## src/rtl/gl_pkg.sv

```systemverilog
package gl_pkg;
   typedef enum logic [2:0] {
      ST_IDLE  = 3'd0,
      ST_SETUP = 3'd1,
      ST_XDIV  = 3'd2,
      ST_MDIV  = 3'd3,
      ST_FIN   = 3'd4
   } gl_state_e;

   localparam int SMALL_CHUNK = 512;
   localparam int LARGE_CHUNK = 1024;
   localparam int SYM_STD     = 13;
   localparam int SYM_ONFI    = 14;
endpackage

```

## src/rtl/gl_strength_sel.sv

```systemverilog
module gl_strength_sel #(
   parameter int SZW = 16,
   parameter int STW = 6
) (
   input  logic [SZW-1:0] data_bytes,
   input  logic [SZW-1:0] spare_bytes,
   output logic [STW-1:0] strength
);
   always_comb begin
      strength = '0;
      if (data_bytes == SZW'(2048))
         strength = STW'(8);
      else if (data_bytes == SZW'(4096)) begin
         if (spare_bytes == SZW'(128))      strength = STW'(8);
         else if (spare_bytes == SZW'(218)) strength = STW'(16);
      end else if (data_bytes == SZW'(8192))
         strength = STW'(24);
   end
endmodule

```

## src/rtl/gl_restoring_div.sv

```systemverilog
module gl_restoring_div #(
   parameter int W = 24
) (
   input  logic         clk,
   input  logic         rst_n,
   input  logic         go,
   input  logic [W-1:0] dividend,
   input  logic [W-1:0] divisor,
   output logic         done,
   output logic [W-1:0] quot,
   output logic [W-1:0] rem
);
   localparam int CW = $clog2(W + 1);

   logic [W-1:0]  rem_q, quo_q, dsr_q, dvd_q;
   logic [CW-1:0] cnt_q;
   logic          act_q, done_q;
   logic [W:0]    shifted, trial;

   assign shifted = {rem_q, quo_q[W-1]};
   assign trial   = shifted - {1'b0, dsr_q};

   always_ff @(posedge clk or negedge rst_n) begin
      if (!rst_n) begin
         rem_q  <= '0;
         quo_q  <= '0;
         dsr_q  <= '0;
         dvd_q  <= '0;
         cnt_q  <= '0;
         act_q  <= 1'b0;
         done_q <= 1'b0;
      end else begin
         done_q <= 1'b0;
         if (go) begin
            rem_q <= '0;
            quo_q <= dividend;
            dvd_q <= dividend;
            dsr_q <= divisor;
            cnt_q <= CW'(W);
            act_q <= 1'b1;
         end else if (act_q) begin
            if (!trial[W]) begin
               rem_q <= trial[W-1:0];
               quo_q <= {quo_q[W-2:0], 1'b1};
            end else begin
               rem_q <= shifted[W-1:0];
               quo_q <= {quo_q[W-2:0], 1'b0};
            end
            cnt_q <= cnt_q - CW'(1);
            if (cnt_q == CW'(1)) begin
               act_q  <= 1'b0;
               done_q <= 1'b1;
            end
         end
      end
   end

   assign done = done_q;
   assign quot = quo_q;
   assign rem  = rem_q;

   // remainder below divisor once finished
   a_r6_rem_below_divisor: assert property (@(posedge clk) disable iff (!rst_n)
      (done_q && dsr_q != '0) |-> (rem_q < dsr_q));

   // quotient and remainder rebuild the dividend
   a_r6_div_identity: assert property (@(posedge clk) disable iff (!rst_n)
      done_q |-> ((2*W)'(quo_q) * (2*W)'(dsr_q) + (2*W)'(rem_q) == (2*W)'(dvd_q)));
endmodule

```

## src/rtl/nand_geom_locator.sv

```systemverilog
module nand_geom_locator #(
   parameter int SZW        = 16,
   parameter int STW        = 6,
   parameter int DIVW       = 24,
   parameter int META_BYTES = 10
) (
   input  logic           clk,
   input  logic           rst_n,
   input  logic           start,
   input  logic [SZW-1:0] page_data_bytes,
   input  logic [SZW-1:0] page_spare_bytes,
   input  logic           onfi_mode,
   input  logic           swap_en,
   output logic           busy,
   output logic           done,
   output logic           err,
   output logic [SZW-1:0] chunk_bytes,
   output logic [SZW-1:0] chunk_cnt,
   output logic [STW-1:0] ecc_strength,
   output logic [SZW-1:0] xfer_bytes,
   output logic [SZW-1:0] aux_bytes,
   output logic [SZW-1:0] status_off,
   output logic [SZW-1:0] mark_byte,
   output logic [2:0]     mark_bit
);
   import gl_pkg::*;

   localparam int META_RND = ((META_BYTES + 3) / 4) * 4;
   localparam int ONFI_BIG = 8192;

   if (DIVW < SZW + 4) begin : g_bad_divw
      $error("DIVW must hold the page size in bits");
   end
   if (STW < 5) begin : g_bad_stw
      $error("STW too narrow for strength 24");
   end
   if (META_BYTES < 1 || META_BYTES * 8 >= 2048 * 8) begin : g_bad_meta
      $error("META_BYTES out of range");
   end

   gl_state_e      st_q;
   logic [SZW-1:0] data_q, spare_q;
   logic           onfi_q, swap_q;

   logic [STW-1:0]  str_w;
   logic [SZW-1:0]  chunk_w, cnt_w, cnt_rnd_w;
   logic [DIVW-1:0] cbits_w, par_w, tot_w, mbits_w, adj_w;

   logic            div_go_q, div_done;
   logic [DIVW-1:0] div_a_q, div_b_q, div_quot, div_rem;

   gl_strength_sel #(.SZW(SZW), .STW(STW)) u_str (
      .data_bytes (data_q),
      .spare_bytes(spare_q),
      .strength   (str_w)
   );

   gl_restoring_div #(.W(DIVW)) u_div (
      .clk     (clk),
      .rst_n   (rst_n),
      .go      (div_go_q),
      .dividend(div_a_q),
      .divisor (div_b_q),
      .done    (div_done),
      .quot    (div_quot),
      .rem     (div_rem)
   );

   assign chunk_w   = onfi_q ? SZW'(LARGE_CHUNK) : SZW'(SMALL_CHUNK);
   assign cnt_w     = onfi_q ? (data_q >> 10) : (data_q >> 9);
   assign cnt_rnd_w = (cnt_w + SZW'(3)) & ~SZW'(3);
   assign cbits_w   = DIVW'(chunk_w) << 3;
   assign par_w     = DIVW'(ecc_strength) * (onfi_q ? DIVW'(SYM_ONFI) : DIVW'(SYM_STD));
   assign tot_w     = cbits_w + par_w;
   assign mbits_w   = (DIVW'(data_q) << 3) - DIVW'(META_BYTES * 8);
   assign adj_w     = mbits_w - div_quot * par_w;

   always_ff @(posedge clk or negedge rst_n) begin
      if (!rst_n) begin
         st_q         <= ST_IDLE;
         data_q       <= '0;
         spare_q      <= '0;
         onfi_q       <= 1'b0;
         swap_q       <= 1'b0;
         div_go_q     <= 1'b0;
         div_a_q      <= '0;
         div_b_q      <= '0;
         err          <= 1'b0;
         chunk_bytes  <= '0;
         chunk_cnt    <= '0;
         ecc_strength <= '0;
         xfer_bytes   <= '0;
         aux_bytes    <= '0;
         status_off   <= '0;
         mark_byte    <= '0;
         mark_bit     <= '0;
      end else begin
         div_go_q <= 1'b0;
         case (st_q)
            ST_IDLE: if (start) begin
               data_q       <= page_data_bytes;
               spare_q      <= page_spare_bytes;
               onfi_q       <= onfi_mode;
               swap_q       <= swap_en;
               err          <= 1'b0;
               chunk_bytes  <= '0;
               chunk_cnt    <= '0;
               ecc_strength <= '0;
               xfer_bytes   <= '0;
               aux_bytes    <= '0;
               status_off   <= '0;
               mark_byte    <= '0;
               mark_bit     <= '0;
               st_q         <= ST_SETUP;
            end
            ST_SETUP: begin
               if (str_w == '0) begin
                  err  <= 1'b1;
                  st_q <= ST_FIN;
               end else begin
                  chunk_bytes  <= chunk_w;
                  chunk_cnt    <= cnt_w;
                  ecc_strength <= str_w;
                  xfer_bytes   <= data_q + spare_q;
                  status_off   <= SZW'(META_RND);
                  aux_bytes    <= SZW'(META_RND) + cnt_rnd_w;
                  if (onfi_q && data_q == SZW'(ONFI_BIG)) begin
                     div_a_q  <= DIVW'(str_w) * DIVW'(SYM_ONFI * 8);
                     div_b_q  <= DIVW'(cnt_w);
                     div_go_q <= 1'b1;
                     st_q     <= ST_XDIV;
                  end else if (swap_q) begin
                     st_q <= ST_SETUP;
                     st_q <= ST_MDIV;
                  end else
                     st_q <= ST_FIN;
               end
            end
            ST_XDIV: if (div_done) begin
               xfer_bytes <= data_q + SZW'(META_BYTES) + SZW'(div_quot);
               st_q       <= swap_q ? ST_MDIV : ST_FIN;
            end
            ST_MDIV: begin
               if (div_done) begin
                  if (div_rem > cbits_w)
                     err <= 1'b1;
                  else begin
                     mark_byte <= SZW'(adj_w >> 3);
                     mark_bit  <= adj_w[2:0];
                  end
                  st_q <= ST_FIN;
               end
            end
            ST_FIN:  st_q <= ST_IDLE;
            default: st_q <= ST_IDLE;
         endcase
         // Mark division launched on entry to ST_MDIV from either path
         if ((st_q == ST_SETUP && str_w != '0 && swap_q &&
              !(onfi_q && data_q == SZW'(ONFI_BIG))) ||
             (st_q == ST_XDIV && div_done && swap_q)) begin
            div_a_q  <= mbits_w;
            div_b_q  <= (st_q == ST_SETUP)
                        ? cbits_w + DIVW'(str_w) * (onfi_q ? DIVW'(SYM_ONFI) : DIVW'(SYM_STD))
                        : tot_w;
            div_go_q <= 1'b1;
         end
      end
   end

   assign busy = (st_q != ST_IDLE) && (st_q != ST_FIN);
   assign done = (st_q == ST_FIN);

   // done lasts one cycle
   a_r9_done_single: assert property (@(posedge clk) disable iff (!rst_n)
      done |=> !done);

   // results held while idle
   a_r9_hold_idle: assert property (@(posedge clk) disable iff (!rst_n)
      (st_q == ST_IDLE && !start) |=> ($stable(xfer_bytes) && $stable(mark_byte) && $stable(err)));

   // captured inputs unchanged by start while busy
   a_r10_start_ignored: assert property (@(posedge clk) disable iff (!rst_n)
      (busy && start) |=> ($stable(data_q) && $stable(spare_q) && $stable(swap_q)));

   // no mark without swapping
   a_r8_no_mark: assert property (@(posedge clk) disable iff (!rst_n)
      (done && !swap_q) |-> (mark_byte == '0 && mark_bit == '0));

   // zero strength only with error
   a_r3_zero_strength_err: assert property (@(posedge clk) disable iff (!rst_n)
      (done && ecc_strength == '0) |-> err);

   // status offset word aligned and below aux size
   a_r5_status_align: assert property (@(posedge clk) disable iff (!rst_n)
      (done && !err) |-> (status_off[1:0] == 2'b00 && aux_bytes > status_off));
endmodule

```

## config.mk

```make
export PLATFORM = sky130hd
export DESIGN_NAME = nand_geom_locator
export DESIGN_NICKNAME = d
export VERILOG_FILES = /design/src/rtl/gl_pkg.sv /design/src/rtl/gl_strength_sel.sv /design/src/rtl/gl_restoring_div.sv /design/src/rtl/nand_geom_locator.sv
export SDC_FILE = /design/constraint.sdc
export NUM_CORES = 1
export LEC_CHECK = 0
export CORE_ASPECT_RATIO = 0.5
export CORE_UTILIZATION = 60
export CTS_CLUSTER_DIAMETER = 80
export CTS_CLUSTER_SIZE = 20
export DETAILED_ROUTE_END_ITERATION = 10
export DONT_BUFFER_PORTS = 1
export GPL_TIMING_DRIVEN = 0
export HOLD_SLACK_MARGIN = 0.06
export PLACE_DENSITY = 0.74
export SYNTH_ARGS = -nofsm -noshare
export SYNTH_HDL_FRONTEND = slang
export SYNTH_SLANG_ARGS = --single-unit
```

## constraint.sdc

```tcl
create_clock -name clk -period 17 [get_ports clk]
set_clock_uncertainty 0.15 [all_clocks]
set_input_delay 0.85 -clock clk [delete_from_list [all_inputs] [get_ports clk]]
set_output_delay 0.85 -clock clk [all_outputs]
set_load 0.02 [all_outputs]
```

==> results of run 1 <==
[cell type report]
| type | instances | share of cell area, % |
|---|---|---|
| inverter | 139 | 3.25 |
| timing repair buffer | 1 | 0.171 |
| clock inverter | 13 | 0.654 |
| clock buffer | 19 | 2.82 |
| tap | 336 | 2.62 |
| sequential | 186 | 29.0 |
| buffer | 121 | 4.13 |
| multi-input combinational | 1254 | 57.4 |
[sequential cells by signal, indices dropped and copies added (netlist names), 2 cells and up]
name	cells
spare_q	16
u_div.cnt_q	5
u_div.rem	24
chunk_bytes	2
chunk_cnt	7
xfer_bytes	16
div_a_q	17
u_div.quot	24
aux_bytes	7
data_q	16
div_b_q	12
st_q	3
mark_byte	16
u_div.dsr_q	12
ecc_strength	2
[worst reg2reg max path, delay by kind of cell, from the launching register on]
family                   cells  cell delay, ns
AO/OA/AOI/OAI                6            1.21
XOR/XNOR                     1            0.18
adder cells (fa/ha/maj)     11            4.03
buffers and inverters        9            1.94
flip-flops                   1            0.50
AND/OR/NAND/NOR              3            0.85
[layer usage]
metal	routed length, um	part of all wire [%]	up-vias
li1	-	-	5599
met1	17800	46	5759
met2	16600	43	481
met3	3670	9.5	70
met4	783	2.0	0
met5	0	0	-
[where the power goes]
| group | internal [W] | switching [W] | total, W |
|---|---|---|---|
| Sequential | 0.000523 | 0.000138 | 0.000660 |
| Combinational | 0.000568 | 0.000876 | 0.00144 |
| Clock | 0.000198 | 0.000187 | 0.000386 |
| Total | 0.00129 | 0.00120 | 0.00249 |
[how the worst max path moves through the flow]
stage	to	from	slack, ns
after global placement	mark_byte[15]$_DFFE_PN0P_	onfi_q$_DFFE_PN0P_	8.25
after CTS	mark_byte[15]$_DFFE_PN0P_	onfi_q$_DFFE_PN0P_	8.09
after global routing	mark_byte[15]$_DFFE_PN0P_	onfi_q$_DFFE_PN0P_	7.54
after detailed placement	mark_byte[15]$_DFFE_PN0P_	onfi_q$_DFFE_PN0P_	8.10
after floorplan	mark_byte[15]$_DFFE_PN0P_	onfi_q$_DFFE_PN0P_	9.38
final	mark_byte[15]$_DFFE_PN0P_	onfi_q$_DFFE_PN0P_	8.01
[timing repair]
action,4_1_cts,5_1_grt
endpoints found under the setup margin,0,0
endpoints found under the hold margin,186,0
hold buffers,1,0
[cell families after synthesis]
family                     count (synthesis)  synth area share (%)
other                                      1                0.0252
AOI/OAI and AO/OA                        304                  12.9
buffers and inverters                    260                  7.97
and+or+nand+nor                          534                  17.3
xor gates and xnor gates                 101                  5.95
DFF                                      186                  31.3
muxes                                     40                  2.76
adders and majority gates                221                  21.8
[cells in the final DEF, fill, tap and decap left out, drive strengths merged, types with 19 or more instances in the layout]
cell,n
nand2,224
dfrtp,186
ha,158
inv,144
o21ai,119
nor2,82
clkbuf,76
and2,74
xnor2,72
buf,65
fa,63
a21oi,58
conb,54
mux2i,32
nand3,32
xor2,29
a211oi,24
nor3,24
nand2b,19
[cells in the mapped netlist, types with 5 or more instances]
cell       instances
nand3_1           32
buf_1              5
a31oi_1            8
xor2_1            29
nand4_1            5
a21oi_1           57
a22o_1             6
nand2b_1          19
mux2i_1           32
or3_1             16
a211oi_1          24
nand2_1          224
clkbuf_1          57
buf_2              5
and2_1            74
o2bb2ai_1         13
buf_4             54
a22oi_1           11
a21o_1            11
nor2b_1           17
or2_2              5
dfrtp_1          186
o21a_1             6
o211ai_1           6
xnor2_1           72
mux2_2             8
nor4_1            14
o21ai_0          116
a311oi_1           9
nor3_1            23
inv_1            136
ha_1             158
nor2_1            81
fa_1              63
[per-stage QoR]
stage	cells	hold slack (ns)	power [W]	worst slack (ns)
2_1_floorplan	1700	0.295	0.00171	9.38
3_3_place_gp	2036	0.308	0.00202	8.25
3_5_place_dp	2036	0.319	0.00206	8.10
4_1_cts	2069	0.333	0.00247	8.09
5_1_grt	2069	0.320	0.00268	7.54
6_report	2069	0.240	0.00249	8.01
==> summary.txt, run 1 <==
Status
  • Outcome: finished clean

Final layout
  • Fin util: between 60 and 70%
  • Share of cells above drive strength 1: 6.81%
  • Final-layout fill cell count: between 2k and 2.5k
  • Sequential Area: between 0.004 and 0.005 sq mm
  • ANT cells: 0
  • Layout area overhead: 8.11%
  • Nets@finish: around 2.0k
  • Multi-input combinational cell area: 0.00922 sq mm
  • Final instance area: around 0.016 sq mm

Logic synthesis
  • Synth Flop Type: dfrtp_1
  • Cell taking the most area after synthesis: dfrtp_1
  • Post-Syn Area: 0.0149 sq mm
  • Post-synthesis sequential area ratio: 31.3%
  • Warnings from Yosys: 0
  • Synth Register Bits: about 190
  • Yosys cell types: between 70 and 80
  • Post-synth EDFFs: 0
  • Ys async rst share: 100%
  • Mapped Avg Cell Area: ~9 sq um
  • Synth area leaders: dfrtp_1, ha_1, fa_1
  • Post-Synthesis Cells: 1647
  • Top-area cell type share of the netlist area: a little under a third

Floorplan
  • Die Area: approximately 0.025 sq mm
  • Number of I/O pins: 145
  • Die Wd: 225 um
  • Site row count: 40
  • Starting density of the core: about 62%
  • Core ar.: roughly 0.024 sq mm
  • Die Ht: 113 um

Detailed routing
  • Vias per Instance: roughly 5.8
  • Drt drc: 0
  • Initial detailed-routing violation count: approximately 1.1k
  • ANT nets after route: 0
  • Detailed-route via count: approximately 12k
  • Final WL: roughly 39000 um
  • Pre-Repair DR Iteration Count: 6
  • Wire per inst: approximately 19 um

Timing
  • Max_slew headroom: 29.3%
  • Post-layout min period: 8.99 ns
  • RSZ-0062 raised after global routing: false
  • Worst-margin pin slew: 1.06 ns
  • Final Hold Viols: 0
  • Final setup viols: 0
  • Fmax: about 110 MHz
  • Crit share post-route: a little over half
  • Final Max Slew Viols: 0
  • Setup TNS: 0 ns

Critical path
  • Endpoint type of the worst setup path: register
  • Critical path arrival: 9.17 ns
  • CP startpoint kind: register
  • FF-to-FF path depth: 30
  • Crit Path Max Fanout: 10
  • Crit Path Category: reg -> reg
  • Crit path top cell by count: ha_1
  • Required time worst endpoint: approximately 17 ns
  • R2R Setup Slk: around 8 ns
  • Critical R2R Capture: mark_byte[15]$_DFFE_PN0P_
  • CP peak stage delay: ~0.62 ns
  • WP buf/inv: 9
  • Crit path max-delay cell type: clkbuf_1
  • Crit path depth: 30
  • R2R Path Start: onfi_q$_DFFE_PN0P_
  • CP top delay family: adder cells

Placed design
  • Area of placed instances: ~0.015 sq mm
  • I/O Buffers: 0
  • Post-DP HPWL: 30500 um
  • RePlAce Congestion: approximately 0.94

Clock tree
  • Postcts setup bufs: 0
  • Clock buffer depth: 2
  • Worst skew pair latency: 0.45 ns
  • Num Clock Sinks: between 150 and 200
  • Root Buffer: clkbuf_16
  • Clock transition at path regs: ~0.070 ns
  • Post-CTS sizing: 0
  • Number of CTS-inserted buffers: 17
  • CTS tree: built
  • H-tree levels: 4

Global routing
  • Total global-route track usage: between 30% and 40%
  • Met1 Track Usage GR: 44.9%
  • Met3 Use GR: just over 10%
  • Antenna violations before repair: 0
  • Total congestion overflow: 0
  • First-pass GRT wire length: about 60000 um
  • Grt met2 use: a little under half
  • Gr busiest metal: met2
  • Vias in the first global route: between 10k and 15k
  • Largest net degree at the start of global routing: between 150 and 200

Power and ir drop
  • Static Leak: approximately 8.0 nW
  • Worst-case vdd ir drop: 0.0964 mV
  • Power per standard cell area: 155 mW/mm^2

Hold path
  • Worst min path class: in -> async

Job
  • Max_cap viols: 0
No activity file was read; power rests on OpenSTA's default activity.
==> inputs of run 2 (changes only) <==
Settings changed: ABC_AREA set to 1, CORE_UTILIZATION 60 to 59, PLACE_DENSITY 0.74 to 0.76.
Clock period 17 ns to 7.6 ns, I/O delays scaled along.
==> summary.txt, run 2 <==
Clock tree
  • CTS tree: built
  • Clock transition at path regs: 0.08 ns
  • Postcts setup bufs: 0
  • Number of CTS-inserted buffers: 17
  • Num Clock Sinks: approximately 190
  • H-tree levels: 4
  • Worst skew pair latency: around 0.47 ns
  • Clock buffer depth: 2
  • Root Buffer: clkbuf_16

Placed design
  • Post-DP HPWL: ~35000 um
  • Area of placed instances: approximately 0.016 sq mm
  • RePlAce Congestion: between 0.9 and 1
  • I/O Buffers: 0
  • DP Worst Slack: approximately 0.21 ns

Logic synthesis
  • Post-synth EDFFs: 0
  • Top-area cell type share of the netlist area: around 30%
  • Warnings from Yosys: 0
  • Post-Syn Area: about 0.016 sq mm
  • Post-Synthesis Cells: between 2k and 2.5k
  • Ys async rst share: between 90% and 100%
  • Cell taking the most area after synthesis: dfrtp_1
  • Synth Register Bits: 186
  • Post-synthesis sequential area ratio: ~30%
  • Synth area leaders: dfrtp_1, nand2_1, ha_1
  • Synth Flop Type: dfrtp_1
  • Yosys cell types: 55
  • Most common cell in the netlist: nand2_1
  • Mapped Avg Cell Area: approximately 7.5 sq um
  • Top cells by count, synth: nand2_1, inv_1, dfrtp_1

Hold path
  • Worst min path class: in -> reg
  • Hold_sp: start

Global routing
  • Met3 Use GR: 8.75%
  • Grt met2 use: a little over half
  • Antenna violations before repair: 1
  • First-pass GRT wire length: roughly 71000 um
  • Total congestion overflow: 0
  • Total global-route track usage: between 30% and 40%
  • Gr busiest metal: met2
  • Vias in the first global route: between 10k and 15k
  • Largest net degree at the start of global routing: 187
  • Met1 Track Usage GR: a little under half

Critical path
  • CP top delay family: adder cells
  • R2R Setup Slk: between 0.3 and 0.4 ns
  • R2R Path Start: onfi_q$_DFFE_PN0P_
  • Crit Path Category: reg -> reg
  • CP startpoint kind: register
  • Endpoint type of the worst setup path: register
  • Crit path from: onfi_q$_DFFE_PN0P_
  • Crit Path Max Fanout: 14
  • Crit path top cell by count: inv_1
  • Critical path arrival: approximately 7.5 ns
  • WP buf/inv: 9
  • Required time worst endpoint: 7.81 ns
  • CP peak stage delay: approximately 0.56 ns
  • Crit path max-delay cell type: fa_1

Final layout
  • Final instance area: 0.0172 sq mm
  • Layout area overhead: 10.4%
  • Nets@finish: ~2.4k
  • Commonest non-fill, non-tap cell in the layout: nand2_1
  • Sequential Area: 0.00466 sq mm
  • Multi-input combinational cell area: 0.00924 sq mm
  • Most frequent cells in the layout: nand2_1, inv_1, dfrtp_1, nor2_1, ha_1
  • Final-layout fill cell count: ~2.2k
  • Share of cells above drive strength 1: ~7%
  • ANT cells: 0

Detailed routing
  • ANT nets after route: 0
  • Vias per Instance: ~5.6
  • Final WL: 45200 um
  • Wire per inst: 17.7 um
  • Drt drc: 0
  • Pre-Repair DR Iteration Count: 6
  • Detailed-route via count: 14.2k
  • Initial detailed-routing violation count: 1167

Timing
  • Max_slew headroom: between 20% and 30%
  • Setup TNS: 0 ns
  • Fmax: ~140 MHz
  • RSZ-0062 raised after global routing: false
  • Post-route worst setup slack: ~0.36 ns
  • Final Max Slew Viols: 0
  • Worst-margin pin slew: about 1.1 ns
  • Final setup viols: 0
  • Crit share post-route: a little over nine tenths
  • Final Hold Viols: 0
  • Fin Hold WS: 0.100 ns
  • Post-layout min period: 7.24 ns

Floorplan
  • Die Wd: approximately 230 um
  • Site row count: just over 40
  • Core ar.: 0.0256 sq mm
  • Starting density of the core: just over 60%
  • Die Ht: roughly 120 um
  • Number of I/O pins: between 100 and 150
  • Die Area: 0.0272 sq mm

Power and ir drop
  • Static Leak: between 9 and 10 nW
  • Worst-case vdd ir drop: roughly 0.24 mV
  • Power per standard cell area: between 300 and 400 mW/mm^2
  • Final Power: between 0.005 and 0.006 W

Status
  • Outcome: finished clean

Job
  • Max_cap viols: 0
## run 2: cell count changes after synthesis, sizes merged, moves of 22 or more
cell | before | now
nand2 | 224 | 546
inv | 137 | 338
nor2 | 82 | 170
nand3 | 32 | 107
and2 | 74 | 1
xnor2 | 72 | 12
mux2i | 32 | 0
clkbuf | 57 | 27
o21ai | 119 | 149
a211oi | 24 | 0
a21oi | 58 | 80
## run 2: cell type report
type | instances | area share (%)
inverter | 338 | 7.36
buffer | 104 | 3.92
clock buffer | 17 | 2.47
tap | 344 | 2.50
sequential | 186 | 27.0
clock inverter | 15 | 1.03
timing repair buffer | 36 | 2.19
multi-input combinational | 1506 | 53.5
## run 2: tightest hold or removal path: stages
cell and delay [ns]:
inv_1 0.06, nand2_1 0.09, nand2_1 0.09, a31oi_1 0.05
## run 2: metrics by stage
step,util [%],std cells
finish,67.4,2546
global route,67.4,2546
CTS,67.3,2547
detailed placement,63.5,2479
global placement,63.5,2479
floorplan,-,2135
## run 2: layer usage
metal  vias up  wire [um]
met1      6714      19800
met2       609      19800
met3        75       4530
met4         0        964
met5         -          0
li1       6779          -
## run 2: what timing repair did
| item | in CTS | in global routing |
|---|---|---|
| setup endpoints to repair | 0 | 5 |
| hold endpoints to repair | 220 | 0 |
| hold buffers | 36 | 0 |
| resized for setup | 0 | 7 |
## run 2: power breakdown
group          switching (W)  internal [W]
Clock               0.000466      0.000472
Sequential          0.000292       0.00115
Combinational        0.00201       0.00103
Total                0.00277       0.00265
## run 2: cells by family after synthesis
logic type | synth area share [%]
flops | 29.8
other cells | 0.0240
simple gates | 23.4
xor+xnor | 1.85
fa+ha+maj | 20.7
buf+inv | 12.5
compound gates | 11.7
## run 2: final timing paths
check,cells after the start,end
setup / recovery,31,mark_byte[15]$_DFFE_PN0P_
hold / removal,4,st_q[2]$_DFFE_PN0P_
setup reg to reg,31,mark_byte[15]$_DFFE_PN0P_
hold reg to reg,2,div_a_q[22]$_DFFE_PN0P_
max in group asynchronous,2,mark_byte[2]$_DFFE_PN0P_
min in group asynchronous,2,u_div.rem[9]$_DFFE_PN0P_
